$ cat config.mk
export PLATFORM = sky130hd
export DESIGN_NAME = frt_timer
export DESIGN_NICKNAME = d
export VERILOG_FILES = /design/src/rtl/frt_pkg.sv /design/src/rtl/frt_ctrl.sv /design/src/rtl/frt_count.sv /design/src/rtl/frt_presc.sv /design/src/rtl/frt_timer.sv
export SDC_FILE = /design/constraint.sdc
export NUM_CORES = 1
export LEC_CHECK = 0
export ABC_AREA = 1
export ABC_CLOCK_PERIOD_IN_PS = 1650
export CORE_UTILIZATION = 47
export CTS_CLUSTER_DIAMETER = 30
export DETAILED_ROUTE_END_ITERATION = 8
export PLACE_DENSITY = 0.86
export RECOVER_POWER = 100
export SKIP_LAST_GASP = 1
export SYNTH_ARGS = -nofsm -noshare
export SYNTH_HDL_FRONTEND = slang
export SYNTH_HIERARCHICAL = 1
export SYNTH_SLANG_ARGS = --single-unit
$ cat constraint.sdc
create_clock -name clk -period 1.65 [get_ports clk]
set_input_delay 0.33 -clock clk [delete_from_list [all_inputs] [get_ports clk]]
set_output_delay 0.33 -clock clk [all_outputs]
set_load 0.02 [all_outputs]
$ cat src/rtl/frt_pkg.sv
`timescale 1ns/1ps
package frt_pkg;
    typedef enum logic [1:0] {
        ST_OFF       = 2'd0,
        ST_RUN       = 2'd1,
        ST_WAIT_HALT = 2'd2,
        ST_FRZ_HALT  = 2'd3
    } run_state_t;

    localparam int CTRL_W   = 8;
    localparam int BIT_EN   = 7;
    localparam int BIT_SWAI = 6;
    localparam int BIT_SFRZ = 5;
endpackage

$ cat src/rtl/frt_ctrl.sv
`timescale 1ns/1ps
module frt_ctrl
    import frt_pkg::*;
#(
    parameter int DATA_W = 16
) (
    input  logic              clk,
    input  logic              rst_n,
    input  logic              ctrl_we,
    input  logic [DATA_W-1:0] wr_data,
    input  logic              mode_wait,
    input  logic              mode_freeze,
    output logic [CTRL_W-1:0] ctrl_rd,
    output run_state_t        st_q,
    output logic              cnt_run,
    output logic              pre_run
);
    logic       en_q;
    logic       swai_q;
    logic       sfrz_q;
    run_state_t st_d;

    // control bits: only the three implemented positions are kept
    always_ff @(posedge clk or negedge rst_n) begin
        if (!rst_n) begin
            en_q   <= 1'b0;
            swai_q <= 1'b0;
            sfrz_q <= 1'b0;
        end else if (ctrl_we) begin
            en_q   <= wr_data[BIT_EN];
            swai_q <= wr_data[BIT_SWAI];
            sfrz_q <= wr_data[BIT_SFRZ];
        end
    end

    always_comb begin
        ctrl_rd           = '0;
        ctrl_rd[BIT_EN]   = en_q;
        ctrl_rd[BIT_SWAI] = swai_q;
        ctrl_rd[BIT_SFRZ] = sfrz_q;
    end

    // next-state: go_off > go_wait_halt > go_frz_halt > go_run
    always_comb begin
        if (!en_q)
            st_d = ST_OFF;
        else if (swai_q && mode_wait)
            st_d = ST_WAIT_HALT;
        else if (sfrz_q && mode_freeze)
            st_d = ST_FRZ_HALT;
        else
            st_d = ST_RUN;
    end

    always_ff @(posedge clk or negedge rst_n) begin
        if (!rst_n)
            st_q <= ST_OFF;
        else
            st_q <= st_d;
    end

    // gating outputs per state
    always_comb begin
        unique case (st_q)
            ST_OFF: begin
                cnt_run = 1'b0;
                pre_run = 1'b0;
            end
            ST_RUN: begin
                cnt_run = 1'b1;
                pre_run = 1'b1;
            end
            ST_WAIT_HALT: begin
                cnt_run = 1'b0;
                pre_run = 1'b0;
            end
            ST_FRZ_HALT: begin
                cnt_run = 1'b0;
                pre_run = 1'b1;
            end
            default: begin
                cnt_run = 1'b0;
                pre_run = 1'b0;
            end
        endcase
    end
endmodule

$ cat src/rtl/frt_count.sv
`timescale 1ns/1ps
module frt_count #(
    parameter int CNT_W = 16
) (
    input  logic             clk,
    input  logic             rst_n,
    input  logic             run,
    input  logic             load,
    input  logic [CNT_W-1:0] load_val,
    output logic [CNT_W-1:0] cnt_q,
    output logic             ovf_q
);
    localparam logic [CNT_W-1:0] ONE = {{(CNT_W-1){1'b0}}, 1'b1};

    logic at_top;
    assign at_top = &cnt_q;

    always_ff @(posedge clk or negedge rst_n) begin
        if (!rst_n) begin
            cnt_q <= '0;
            ovf_q <= 1'b0;
        end else if (load) begin
            cnt_q <= load_val;
            ovf_q <= 1'b0;
        end else if (run) begin
            cnt_q <= cnt_q + ONE;
            ovf_q <= at_top;
        end else begin
            ovf_q <= 1'b0;
        end
    end
endmodule

$ cat src/rtl/frt_presc.sv
`timescale 1ns/1ps
module frt_presc #(
    parameter int DIV_BITS = 6
) (
    input  logic clk,
    input  logic rst_n,
    input  logic run,
    output logic tick_q
);
    localparam logic [DIV_BITS-1:0] ONE = {{(DIV_BITS-1){1'b0}}, 1'b1};

    logic [DIV_BITS-1:0] div_q;

    always_ff @(posedge clk or negedge rst_n) begin
        if (!rst_n) begin
            div_q  <= '0;
            tick_q <= 1'b0;
        end else begin
            tick_q <= run && (&div_q);
            if (run)
                div_q <= div_q + ONE;
        end
    end
endmodule

$ cat src/rtl/frt_timer.sv
`timescale 1ns/1ps
module frt_timer
    import frt_pkg::*;
#(
    parameter int CNT_W    = 16,
    parameter int DIV_BITS = 6
) (
    input  logic             clk,
    input  logic             rst_n,
    input  logic             reg_sel,
    input  logic             wr_en,
    input  logic [CNT_W-1:0] wr_data,
    output logic [CNT_W-1:0] rd_data,
    input  logic             mode_wait,
    input  logic             mode_freeze,
    input  logic             mode_test,
    output logic [CNT_W-1:0] cnt_value,
    output logic             ovf_pulse,
    output logic             tick64
);
    localparam int PAD_W = CNT_W - CTRL_W;

    logic              ctrl_we;
    logic              cnt_load;
    logic [CTRL_W-1:0] ctrl_rd;
    run_state_t        st_q;
    logic              cnt_run;
    logic              pre_run;

    assign ctrl_we  = wr_en && !reg_sel;
    assign cnt_load = wr_en && reg_sel && mode_test;

    frt_ctrl #(.DATA_W(CNT_W)) u_ctrl (
        .clk        (clk),
        .rst_n      (rst_n),
        .ctrl_we    (ctrl_we),
        .wr_data    (wr_data),
        .mode_wait  (mode_wait),
        .mode_freeze(mode_freeze),
        .ctrl_rd    (ctrl_rd),
        .st_q       (st_q),
        .cnt_run    (cnt_run),
        .pre_run    (pre_run)
    );

    frt_count #(.CNT_W(CNT_W)) u_count (
        .clk     (clk),
        .rst_n   (rst_n),
        .run     (cnt_run),
        .load    (cnt_load),
        .load_val(wr_data),
        .cnt_q   (cnt_value),
        .ovf_q   (ovf_pulse)
    );

    frt_presc #(.DIV_BITS(DIV_BITS)) u_presc (
        .clk   (clk),
        .rst_n (rst_n),
        .run   (pre_run),
        .tick_q(tick64)
    );

    assign rd_data = reg_sel ? cnt_value : {{PAD_W{1'b0}}, ctrl_rd};
endmodule

# Word-level counts from Yosys, hierarchy flattened
# Cells that the tools add are included.
# totals
elab_cells,37
mem_bits_ro,0
ff_bits,29
mem_bits_rw,0
mem_count,0
latchBits,0
out_inout_bits,34
inputBits,23
# op_classes
magnitude_cmp,0
eq_ne,3
bitwise_logic,0
n_mul,0
n_reduce_logical,14
n_div,0
shifts,0
add_sub_neg,2
muxes,10
# op_table
operator,n
$mux 16,3
$add 16x1->16 const B,1
$reduce_and 16->1,1
$add 6x1->6 const B,1
$logic_and 1x1->1,6
$mux 2,3
$reduce_and 6->1,1
$eq 2x2->1 const B,2
$pmux 1 s2,2
$reduce_or 2->1,2
$reduce_or 3->1,1
$eq 2x1->1 const B,1
$logic_not 2->1,1
$mux 1,2
$reduce_bool 2->1,1
$logic_not 1->1,1

# Logic depth before layout (Yosys ltp)
# Gate-level depths: netlist of run 1.
# depth
depth_word,5
depth_mapped,10
depth_no_buf,8

# By module
# Netlist of run 1, hierarchy kept.
# modules_own_cells
mod,seq_area_each_um2,instances,cells_each,area_per_inst_um2
frt_count,425.4,1,144,1084.8
frt_presc,175.2,1,36,322.8
frt_ctrl,125.1,1,30,255.2
frt_timer,0.0,1,47,205.2

# Worst setup path before layout of run 1
# OpenSTA, ideal clock, no wires.
# synth_timing
kind,register -> register
startpoint,reg u_count.cnt_q[0]
endpoint,reg u_count.cnt_q[10]
path_slack_ps,251
stages_incl_launch_ff,9
t_required_ps,1528
n_path_buf,0
setup_ps,122
synth_period_minus_slack_ps,1399
arrival_ps,1278
cell_sequence,dfrtp_1 ha_1 nand3_2 inv_1 nand2_1 nor2_1 nand2_1 nand3_1 nand2_1
# synth_via
elab_chain_cells,3
# synth_rtl
element,line,source
start: declaration,frt_count.sv:10,"output logic [CNT_W-1:0] cnt_q,"
start signal: assignment,frt_count.sv:23,cnt_q <= load_val;
start signal: assignment,frt_count.sv:26,cnt_q <= cnt_q + ONE;
$add 16x1->16,frt_count.sv:26,
$mux 16,frt_count.sv:25,end else if (run) begin
$mux 16,frt_count.sv:22,end else if (load) begin
# No other way between the ends. The select of a mux whose other input is x is not followed.
# A chain may end at the register's enable or synchronous reset.

# Worst setup path in the final report of run 1
# layout_timing
startpoint,reg u_count.cnt_q[6]
endpoint,out cnt_value[6]
# layout_rtl
element,line,source
end: declaration,frt_timer.sv:17,"output logic [CNT_W-1:0] cnt_value,"
# No word-level cell between the ends.

==> impl_metrics.json, run 1 <==
{
  "cts_sinks": 29,
  "gp_congestion": 0.902,
  "fin_crit_ns": 1.61,
  "rows": 22,
  "diodes": 0,
  "synth_flop_cell": "dfrtp_1",
  "numCtsBuffers": 5,
  "cts-htree-levels": 2,
  "grt_pass1_wl_mm": 7.82,
  "first_iter_violations": 114,
  "clkTransAtPathRegs_ns": 0.06,
  "dp_cells": 368,
  "required_ns": 1.32,
  "register_area_sq_um": 726,
  "cts_tree": "done",
  "fin_cells": 378,
  "crit_type": "flip-flop to primary output",
  "wl_mm": 4.69,
  "slowest_stage": "clkdlybuf4s50_1",
  "critPathTopFamily": "buffers and inverters",
  "maxCapViolCount": 0,
  "synthTopCellsByArea": "dfrtp_1 39%, nand2_1 17%, inv_1 6.8%",
  "fin_util_pct": 69.5,
  "max_freq_ghz": 0.620,
  "async_flop_share_pct": 100,
  "cts_buffer_depth": 2,
  "clock_latency_ns": 0.28,
  "hold-worst-slack_ns": 0.509,
  "wl_per_cell_um": 12.4,
  "die_area_sq_um": 4230,
  "syn_area_sq_um": 1870,
  "holdBufCountCts": 0,
  "leakage_nw": 1.35,
  "drv_slew": 0,
  "start_util_pct": 49.9,
  "grt_max_degree": 30,
  "cp_num_buf_inv": 1,
  "setup_viol": 0,
  "avgSynthCellArea_sq_um": 7.27,
  "yosysTopAreaCell": "dfrtp_1",
  "skew_ns": 0.00317,
  "p_per_area_nw_per_um2": 1330,
  "layout-drive-gt1-share_pct": 13.9,
  "overflow": 0,
  "drc": 0,
  "viasPerCell": 4.99,
  "yosys.area.top_type_share_pct": 38.8,
  "vias": 1886,
  "tightest_slew_ns": 0.719,
  "status": "finished, final reports clean",
  "synth-edff-count": 0,
  "grt_pass1_vias": 1857,
  "core_sq_um": 3740,
  "post-route-period-util_pct": 97.8,
  "fill_cells": 315,
  "cp_cell_sequence": "clkdlybuf4s50_1",
  "worstPathArrival_ns": 1.28,
  "yosysWarnings": 6,
  "ios": 57,
  "multi_input_area_sq_um": 897,
  "startpoint_type": "flip-flop",
  "antenna_found_initial": 0,
  "relSlewSlack_pct": 52.1,
  "crit_fanout": 3,
  "ys_ff_latch": 29,
  "die_w_um": 65.0,
  "nets": 354,
  "slowest_delay_ns": 0.62,
  "ir_worst_vdd_mv": 0.792,
  "crit_path_end_kind": "primary output",
  "ys_types": 26,
  "synth_cells": 257,
  "dp.final_hpwl_mm": 3.48,
  "hp-class": "flip-flop to flip-flop",
  "drt_first_pass_iters": 4,
  "clockRootBuffer": "clkbuf_8",
  "yosysSeqAreaShare_pct": 38.8,
  "die_h_um": 65.0,
  "gr-usage-all-layers_pct": 24.4,
  "numPortBuffers": 56,
  "rsz0062_at_grt": "no",
  "finalHoldViolCount": 0,
  "ant_nets": 0,
  "area_growth_pct": 39.2
}
Yosys cell counts, drive strengths merged (2+ instances only):
| cell | instances |
|---|---|
| xnor2 | 4 |
| ha | 2 |
| a22oi | 13 |
| nor2 | 25 |
| nand3 | 19 |
| clkbuf | 2 |
| o21bai | 3 |
| inv | 36 |
| buf | 13 |
| dfrtp | 29 |
| nand2 | 88 |
| nand4 | 2 |
| o21ai | 8 |
| a21oi | 4 |
| xor2 | 6 |
state kept, by name, summed over array words and instances (netlist names):
name and flops:
u_count/cnt_q 16, u_count/ovf_q 1, u_ctrl/st_q 2, u_presc/tick_q 1, u_ctrl/sfrz_q 1, u_ctrl/swai_q 1
u_ctrl/en_q 1, u_presc/div_q 6
report_power, final:
part	total (mW)	internal [mW]	switching, mW
Sequential	1.24	0.952	0.284
Clock	0.559	0.291	0.268
Combinational	1.66	0.725	0.935
Total	3.46	1.97	1.49
kinds of logic after synthesis:
| family | Yosys count | synth area share [%] |
|---|---|---|
| adder cells (fa/ha/maj) | 2 | 1.34 |
| flip-flops | 29 | 38.8 |
| buffers and inverters | 51 | 13.9 |
| multiplexers | 1 | 0.603 |
| AO/OA/AOI/OAI | 29 | 10.0 |
| other | 1 | 0.201 |
| XOR/XNOR | 10 | 4.69 |
| AND/OR/NAND/NOR | 134 | 30.3 |
stage by stage:
stage	area, sq um	setup TNS [ns]	power [mW]	setup slack (ns)
after floorplan	1880	0	2.20	0.251
after global placement	2530	-10.57	2.96	-0.403
after detailed placement	2530	-11.18	3.02	-0.424
after CTS	2630	0	3.52	0.0125
after global routing	2600	0	3.71	0.00160
final	2600	0	3.46	0.0369
repair_timing:
action                     4_1_cts  5_1_grt
gates cloned                     1        1
setup buffers                    0        0
setup endpoints to repair       38        9
resized for setup               41        7
cell type report:
cell class | instances | area share, %
Inverter | 36 | 5.34
Multi-Input combinational cell | 181 | 34.5
Timing Repair Buffer | 75 | 26.5
Tap cell | 48 | 2.31
Timing Repair inverter | 1 | 0.289
Sequential cell | 29 | 27.9
Clock buffer | 6 | 2.79
Clock inverter | 2 | 0.385
per-layer routing:
layer  up-vias  GRT usage (%)  part of all wire, %
li1        939              -                    -
met3        11           6.51                  4.3
met5         -              0                    0
met1       883           27.4                   43
met4         0           10.6                  2.2
met2        53           43.1                   50
layout by cell type, fill, tap and decap left out:
master and instances:
o21ai_1 1, clkinv_2 2, clkdlybuf4s15_1 2, clkbuf_2 2, nand3_1 18, dfrtp_1 29, nand2_1 84, dlygate4sd2_1 16
inv_2 2, ha_1 2, xor2_1 6, clkinvlp_4 2, clkbuf_8 5, o211ai_1 1, xnor2_1 4, inv_1 33
clkbuf_1 5, nor2_4 2, a21oi_1 4, nand3_2 1, mux2_2 1, nand4_1 2, buf_4 14, buf_12 1
a22oi_1 13, conb_1 5, nor2_2 2, o21ai_0 7, nand2_2 4, dlygate4sd3_1 3, nor2_1 21, clkdlybuf4s15_2 7
o21bai_1 3, bufbuf_8 1, clkdlybuf4s50_1 25
final timing paths:
| kind | start | end | slack, ns | cells past startpoint |
|---|---|---|---|---|
| max reg2reg | u_ctrl/st_q[0] | u_count/cnt_q[4] | 0.10 | 6 |
| min reg2reg | u_presc/div_q[3] | u_presc/div_q[3] | 0.51 | 1 |
| max | u_count/cnt_q[6] | cnt_value[6] | 0.04 | 1 |
| max in group asynchronous | rst_n | u_count/cnt_q[1] | 0.56 | 2 |
| min in group asynchronous | rst_n | u_ctrl/st_q[1] | 0.63 | 2 |
| min | u_presc/div_q[3] | u_presc/div_q[3] | 0.51 | 1 |
No activity file was read; power rests on OpenSTA's default activity.
==> inputs of run 2 (changes only) <==
Settings changed: RECOVER_POWER 100 to 25.
==> impl_metrics.json, run 2 (synthesis results as in run 1) <==
{
  "status": "finished, final reports clean",
  "layout_top_registers": "u_count/cnt_q x16, u_presc/div_q x6, u_ctrl/st_q x2",
  "cp_cell_sequence": "clkdlybuf4s50_1",
  "slowest_stage": "clkdlybuf4s50_1",
  "clock_latency_ns": 0.28,
  "max_freq_ghz": 0.620,
  "numPortBuffers": 56,
  "worstSetupStartpoint": "u_count/cnt_q[6]",
  "p_per_area_nw_per_um2": 1320,
  "nets": 354,
  "drt_first_pass_iters": 4,
  "holdBufCountCts": 0,
  "endpoint": "cnt_value[6]",
  "multi_input_area_sq_um": 905,
  "worstPathArrival_ns": 1.28,
  "start_util_pct": 49.9,
  "p_int_mw": 2.01,
  "reg2reg_to": "u_count/cnt_q[12]",
  "crit_path_end_kind": "primary output",
  "critPathTopFamily": "buffers and inverters",
  "grt_max_degree": 30,
  "hp-class": "flip-flop to flip-flop",
  "post-route-period-util_pct": 97.7,
  "first_iter_violations": 129,
  "rsz0062_at_grt": "no",
  "overflow": 0,
  "startpoint_type": "flip-flop",
  "required_ns": 1.32,
  "pwr-share-seq_pct": 35.3,
  "rows": 22,
  "path_depth": 1,
  "slowest_delay_ns": 0.62,
  "dp.final_hpwl_mm": 3.48,
  "ios": 57,
  "cts_sinks": 29,
  "drv_slew": 0,
  "crit_fanout": 3,
  "drc": 0,
  "numCtsBuffers": 5,
  "diodes": 0,
  "final_common_cell": "nand2_1",
  "top_register": "u_count/cnt_q",
  "antenna_found_initial": 0,
  "ff2ff_setup_slack_ns": 0.15,
  "die_w_um": 65.0,
  "fin_ws_ns": 0.0384,
  "p_sw_mw": 1.49,
  "final_cell_mix": "83 x nand2_1, 33 x inv_1, 29 x dfrtp_1",
  "crit_type": "flip-flop to primary output",
  "clockRootBuffer": "clkbuf_8",
  "relSlewSlack_pct": 51.7,
  "leakage_nw": 1.41,
  "fin_crit_ns": 1.61,
  "cp_num_buf_inv": 1,
  "gp_congestion": 0.902,
  "setup_viol": 0,
  "gr-usage-all-layers_pct": 24.4,
  "cts-htree-levels": 2,
  "fin_util_pct": 70.9,
  "layout-drive-gt1-share_pct": 15.2,
  "combPwrFrac_pct": 48.7,
  "register_area_sq_um": 726,
  "tightest_slew_ns": 0.724,
  "setup_tns_ns": 0,
  "grt_pass1_vias": 1857,
  "ant_nets": 0,
  "wl_per_cell_um": 12.4,
  "viasPerCell": 4.98,
  "p_clk_share_pct": 15.9,
  "grt_pass1_wl_mm": 7.82,
  "ir_worst_vdd_mv": 0.800,
  "switching_share_pct": 42.7,
  "die_h_um": 65.0,
  "cts_buffer_depth": 2,
  "largest_reg_flops": 16,
  "cts_tree": "done",
  "clkTransAtPathRegs_ns": 0.06,
  "finalHoldViolCount": 0,
  "skew_ns": 0.00400,
  "core_sq_um": 3740,
  "r2r_cells": 6,
  "maxCapViolCount": 0,
  "vias": 1883,
  "die_area_sq_um": 4230,
  "fill_cells": 306,
  "r2r_start": "u_count/cnt_q[0]",
  "wl_mm": 4.70,
  "pre_cts_ws_ns": -0.424,
  "area_growth_pct": 42.1
}
## run 2: worst min-delay path by stage
stage	from	to	slack, ns	cells after the start
finish	u_presc/div_q[3]	u_presc/div_q[3]	0.51	1
global route	u_presc/div_q[3]	u_presc/div_q[3]	0.52	1
CTS	rst_n	u_presc/div_q[3]	0.44	2
detailed placement	u_presc/div_q[3]	u_presc/div_q[3]	0.50	1
global placement	u_presc/div_q[3]	u_presc/div_q[3]	0.48	1
floorplan	rst_n	u_count/cnt_q[0]	0.03	0
## run 2: metal layers
layer	up-vias	share of wire (%)	wire length [um]	track usage, %
li1	940	-	-	-
met1	870	43	2010	27.4
met2	62	50	2350	43.1
met3	11	4.9	230	6.51
met4	0	2.2	104	10.6
met5	-	0	0	0
## run 2: layout make-up
class | count | share of cell area, %
inverters | 36 | 5.23
multi-input cells | 181 | 34.1
repair buffers | 75 | 27.7
clock buffers | 6 | 2.73
well taps | 48 | 2.26
flip-flops and latches | 29 | 27.3
repair inverters | 1 | 0.283
clock inverters | 2 | 0.377
## run 2: what timing repair did
action | CTS | global route
endpoints found under the setup margin | 38 | 9
cloned | 1 | 1
gates resized for setup | 41 | 7
setup buffers | 0 | 0
## run 2: through the flow
stage	cell area, sq um	std cells	total power, mW	hold WS [ns]
floorplan	1880	261	2.20	0.0344
global placement	2530	368	2.96	0.485
detailed placement	2530	368	3.02	0.501
CTS	2630	377	3.52	0.439
global route	2650	378	3.76	0.519
finish	2650	378	3.50	0.509
## run 2: power groups by stage
stage	clock network [mW]	logic, mW	registers, mW
2_1_floorplan	0	0.777	1.43
3_3_place_gp	0	1.73	1.24
3_5_place_dp	0	1.77	1.25
4_1_cts	0.586	1.70	1.24
5_1_grt	0.616	1.86	1.28
6_report	0.559	1.71	1.24
==> inputs of run 3 (changes only) <==
Settings changed: SKIP_LAST_GASP 1 to not set.
==> results of run 3 <==
Final layout, timing and power as in run 2 (identical DEF).
